## config.mk

```make
export PLATFORM = sky130hd
export DESIGN_NAME = dma_regs_unit
export DESIGN_NICKNAME = d
export VERILOG_FILES = /design/src/rtl/dma_regs_pkg.sv /design/src/rtl/dma_reg_decode.sv /design/src/rtl/dma_count_ctr.sv /design/src/rtl/dma_addr_ctr.sv /design/src/rtl/dma_regs_unit.sv
export SDC_FILE = /design/constraint.sdc
export NUM_CORES = 1
export LEC_CHECK = 0
export BUFFER_PORTS_ARGS = -buffer_cell sky130_fd_sc_hd__buf_2
export CORE_MARGIN = 4
export CORE_UTILIZATION = 45
export DETAILED_ROUTE_END_ITERATION = 10
export PLACE_DENSITY = 0.87
export REMOVE_ABC_BUFFERS = 1
export SLEW_MARGIN = 20
export SYNTH_ARGS = -nofsm -noshare
export SYNTH_HDL_FRONTEND = slang
export SYNTH_HIERARCHICAL = 1
export SYNTH_SLANG_ARGS = --single-unit
```

## constraint.sdc

```tcl
create_clock -name clk -period 2.1 [get_ports clk]
set_clock_uncertainty 0.2 [all_clocks]
set_input_delay 0.42 -clock clk [delete_from_list [all_inputs] [get_ports clk]]
set_output_delay 0.42 -clock clk [all_outputs]
set_load 0.05 [all_outputs]
```

## src/rtl/dma_regs_pkg.sv

```systemverilog
package dma_regs_pkg;
  localparam int SEL_W = 4;
  localparam logic [SEL_W-1:0] SEL_COUNT = 4'h6;
  localparam logic [SEL_W-1:0] SEL_MISC  = 4'hA;
  localparam logic [SEL_W-1:0] SEL_DADDR = 4'hD;

  typedef enum logic [1:0] {
    SZ_BYTE = 2'b00,
    SZ_WORD = 2'b01,
    SZ_LONG = 2'b10
  } acc_size_e;

  typedef struct packed {
    logic count;
    logic daddr;
    logic misc;
  } reg_sel_t;
endpackage

```

## src/rtl/dma_reg_decode.sv

```systemverilog
module dma_reg_decode
  import dma_regs_pkg::*;
#(
  parameter int ZONE_AW = 20
) (
  input  logic [ZONE_AW-1:0] addr,
  input  logic               wr,
  output reg_sel_t           rsel,
  output reg_sel_t           wsel
);
  localparam int SEL_LSB = ZONE_AW - SEL_W;
  logic [SEL_W-1:0] code;

  always_comb begin
    code       = addr[ZONE_AW-1:SEL_LSB];
    rsel.count = (code == SEL_COUNT);
    rsel.daddr = (code == SEL_DADDR);
    rsel.misc  = (code == SEL_MISC);
    wsel.count = wr && rsel.count;
    wsel.daddr = wr && rsel.daddr;
    wsel.misc  = wr && rsel.misc;
  end
endmodule

```

## src/rtl/dma_count_ctr.sv

```systemverilog
module dma_count_ctr #(
  parameter int CNT_W = 14
) (
  input  logic             clk,
  input  logic             rst_n,
  input  logic             load,
  input  logic [15:0]      wdata,
  input  logic             step,
  output logic [CNT_W-1:0] count,
  output logic             en,
  output logic             dir
);
  localparam int EN_BIT  = 15;
  localparam int DIR_BIT = 14;
  localparam logic [CNT_W-1:0] ONE = CNT_W'(1);

  always_ff @(posedge clk) begin
    if (!rst_n) begin
      count <= '0;
      en    <= 1'b0;
      dir   <= 1'b0;
    end else if (load) begin
      count <= wdata[CNT_W-1:0] + ONE;
      dir   <= wdata[DIR_BIT];
      en    <= wdata[EN_BIT];
    end else if (step && en) begin
      count <= count - ONE;
      if (count == ONE) en <= 1'b0;
    end
  end
endmodule

```

## src/rtl/dma_addr_ctr.sv

```systemverilog
module dma_addr_ctr #(
  parameter int ADDR_W  = 22,
  parameter int SPLIT   = 9,
  parameter int BANK_BIT = 14,
  parameter int ZONE_AW = 20
) (
  input  logic               clk,
  input  logic               rst_n,
  input  logic               load,
  input  logic [ZONE_AW-1:0] cpu_addr,
  input  logic               step,
  output logic [ADDR_W-1:0]  dma_addr
);
  localparam int HI_W = ADDR_W - SPLIT;
  localparam int LO_W = SPLIT - 1;
  logic [ADDR_W-1:1] word_q;

  always_ff @(posedge clk) begin
    if (!rst_n) begin
      word_q <= '0;
    end else if (load) begin
      if (cpu_addr[BANK_BIT])
        word_q[ADDR_W-1:SPLIT] <= cpu_addr[HI_W:1];
      else
        word_q[SPLIT-1:1] <= cpu_addr[LO_W:1];
    end else if (step) begin
      word_q <= word_q + 1'b1;
    end
  end

  assign dma_addr = {word_q, 1'b0};
endmodule

```

## src/rtl/dma_regs_unit.sv

```systemverilog
module dma_regs_unit
  import dma_regs_pkg::*;
#(
  parameter int ZONE_AW = 20,
  parameter int ADDR_W  = 22,
  parameter int CNT_W   = 14
) (
  input  logic               clk,
  input  logic               rst_n,
  input  logic               cpu_wr,
  input  logic [ZONE_AW-1:0] cpu_addr,
  input  logic [15:0]        cpu_wdata,
  input  logic [1:0]         cpu_size,
  output logic [15:0]        cpu_rdata,
  input  logic               xfer_step,
  input  logic               timer_tick,
  output logic [ADDR_W-1:0]  dma_addr,
  output logic [CNT_W-1:0]   dma_count,
  output logic               dma_en,
  output logic               dma_dir,
  output logic               timer_en,
  output logic               timer_pend
);
  localparam int PAD_W = 16 - CNT_W;
  reg_sel_t rsel, wsel;
  logic     cnt_load, step_ok;

  dma_reg_decode #(.ZONE_AW(ZONE_AW)) u_dec (
    .addr(cpu_addr), .wr(cpu_wr), .rsel(rsel), .wsel(wsel)
  );

  assign cnt_load = wsel.count && (cpu_size == SZ_WORD);
  assign step_ok  = xfer_step && dma_en;

  dma_count_ctr #(.CNT_W(CNT_W)) u_cnt (
    .clk(clk), .rst_n(rst_n), .load(cnt_load), .wdata(cpu_wdata),
    .step(xfer_step), .count(dma_count), .en(dma_en), .dir(dma_dir)
  );

  dma_addr_ctr #(.ADDR_W(ADDR_W), .SPLIT(9), .BANK_BIT(14), .ZONE_AW(ZONE_AW)) u_adr (
    .clk(clk), .rst_n(rst_n), .load(wsel.daddr), .cpu_addr(cpu_addr),
    .step(step_ok), .dma_addr(dma_addr)
  );

  always_ff @(posedge clk) begin
    if (!rst_n) begin
      timer_en   <= 1'b0;
      timer_pend <= 1'b0;
    end else begin
      if (wsel.misc) timer_en <= cpu_wdata[15];
      if (wsel.misc && !cpu_wdata[15]) timer_pend <= 1'b0;
      else if (timer_en && timer_tick) timer_pend <= 1'b1;
    end
  end

  always_comb begin
    if (rsel.count) cpu_rdata = {{PAD_W{1'b1}}, dma_count};
    else            cpu_rdata = 16'hFFFF;
  end
endmodule

```

==> results.sh <==
export IMPL_drcViolationCount=0
export IMPL_postRouteAntennaNets=0
export IMPL_cts_tree="yes"
export IMPL_switching_share_pct=28.11
export IMPL_hold_buffers=0
export IMPL_drive_gt1_share_pct=32.74
export IMPL_grt_pass1_vias=2778
export IMPL_rsz0062_at_grt="true"
export IMPL_drv_slew=0
export IMPL_crit_fanout=4
export IMPL_period_needed_ns=2.057
export IMPL_synth_cells=338
export IMPL_clock_sinks=39
export IMPL_io_pins=99
export IMPL_dpl_worst_slack_ns=-0.01930
export IMPL_wl_um=7910
export IMPL_grt_ovfl_total=0
export IMPL_grt_pass1_wl_um=12450
export IMPL_htree_levels=2
export IMPL_switchingPower_uw=408.8
export IMPL_final_core_util_pct=61.39
export IMPL_status="finished clean"
export IMPL_cp_end_kind="flip-flop"
export IMPL_powerDensity_nw_per_um2=419.9
export IMPL_internal_power_uw=1045
export IMPL_syn_area_per_cell_um2=7.977
export IMPL_slew_limit_headroom_pct=64.92
export IMPL_timing_fmax_mhz=486.2
export IMPL_cp_start_kind="flip-flop"
export IMPL_antenna_found_initial=0
export IMPL_dp_hpwl_um=6008
export IMPL_start_util_pct=47.79
export IMPL_drt_iter0_markers=160
export IMPL_area_delta_synth_final_pct=28.45
export IMPL_insertion_delay_ns=0.29
export IMPL_antenna_cells=0
export IMPL_finalHoldViolCount=0
export IMPL_worst_hold_path_type="input pin to flip-flop"
export IMPL_clkPwrFrac_pct=32.8
export IMPL_postCtsSetupBuffers=0
export IMPL_dieArea_um2=7294
export IMPL_fin_ws_ns=0.04315
export IMPL_critical_path_class="flip-flop to flip-flop"
export IMPL_dieHeight_um=85.41
export IMPL_worstPathRequired_ns=2.09
export IMPL_p_leak_uw=0.001448
export IMPL_cts_root_buf="clkbuf_8"
export IMPL_fill_cells=483
export IMPL_port_buffers=93
export IMPL_synth_area_um2=2696
export IMPL_cts_buffer_depth=2
export IMPL_r2r_slack_ns=0.04
export IMPL_grt_usage_pct=20.74
export IMPL_yosys_warnings=6
export IMPL_fp_row_count=27
export IMPL_p_seq_share_pct=51.9
export IMPL_die_width_um=85.41
export IMPL_worstPathArrival_ns=2.05
export IMPL_setup_viol=0
export IMPL_worst_pin_slew_ns=0.5188
export IMPL_grt_max_degree=36
export IMPL_nets=494
export IMPL_avgViaCountPerCell=5.734
export IMPL_power_frac_comb_pct=15.3
export IMPL_clk_pin_slew_worst_paths_ns=0.07
export IMPL_cts_inserted_buffers=5
export IMPL_ir_drop_mv=0.2466
export IMPL_core_area_um2=5642
export IMPL_gp_congestion=0.8691
export IMPL_num_vias=2970
export IMPL_wl_per_cell_um=15.27
export IMPL_maxCapViolations=0
export IMPL_first_pass_iters=4
export IMPL_post_route_period_util_pct=97.95
-- power by group through the flow --
stage               Combinational, µW  Clock, µW  Sequential, µW
floorplan                         104          0             792
finish                            223        477             755
CTS                               222        485             754
detailed placement                221          0             772
global route                      240        519             755
global placement                  217          0             771
-- registers in the layout, summed over array words and instances, names as in the netlist --
signal and flops:
u_adr/word_q 21, u_cnt/count 14, timer_en 1, timer_pend 1, u_cnt/dir 1, u_cnt/en 1
-- per-layer routing --
layer / global-route usage (%) / share of wire (%) / vias up
met5: 0 / 0 / -
met4: 6.475 / 1.1 / 0
met3: 4.951 / 8.8 / 11
met2: 37.71 / 49 / 136
met1: 23.73 / 41 / 1362
li1: - / - / 1461
-- what timing repair did --
item	4_1_cts	5_1_grt
resized for setup	0	1
pin swaps	2	1
hold endpoints to repair	0	0
setup endpoints to repair	1	4
-- critical path, stage by stage (launching register included) --
cell     delay (ns)
dfxtp_1        0.31
or4_4          0.53
or4_4          0.48
nor3_2         0.15
xor2_1         0.09
o211a_1        0.20
-- worst paths after layout --
path | from | cells after the start | end
max | u_cnt/count[6] | 5 | u_cnt/count[12]
min | cpu_wdata[14] | 3 | u_cnt/dir
max reg2reg | u_cnt/count[6] | 5 | u_cnt/count[12]
min reg2reg | timer_pend | 2 | timer_pend
-- placed cells by master (no fill, tap or decap), types with 3 or more instances in the layout --
master,n
buf_2,93
nand2_1,40
dfxtp_1,39
nor2_1,24
buf_4,22
a21oi_1,18
o21ai_0,14
xnor2_1,14
nand2b_1,12
nand3_1,11
nand4_1,10
inv_1,9
xor2_1,9
nor4_1,8
and2_1,7
nor3_1,7
a31oi_1,7
o211a_1,7
nor2b_1,6
mux2i_1,6
nand2b_2,5
clkbuf_8,5
o22ai_1,5
o41ai_1,4
ha_1,4
conb_1,3
o31ai_1,3
a211oi_1,3
or4_4,3
a22oi_1,3
or3_1,3
-- through the flow --
stage | hold slack (ns) | power [µW] | TNS, ns | cells | area, µm²
CTS | 0.2195 | 1462 | -0.04120 | 518 | 3455
global placement | 0.3020 | 987.6 | -0.002338 | 512 | 3382
finish | 0.2227 | 1454 | 0 | 518 | 3463
global route | 0.2339 | 1514 | -0.01905 | 518 | 3463
detailed placement | 0.3196 | 992.7 | -0.01930 | 512 | 3382
floorplan | 0.3417 | 895.7 | -45.75 | 323 | 2616
-- layout make-up --
class                           count  area [µm²]  share of cell area, %
Clock buffer                        6       72.57                  2.095
Inverter                            9       33.78                 0.9754
Multi-Input combinational cell    275        1815                  52.42
Sequential cell                    39       780.7                  22.54
Tap cell                           72       90.09                  2.601
Timing Repair Buffer              117       670.6                  19.36
Power figures use the tool's default switching activity.
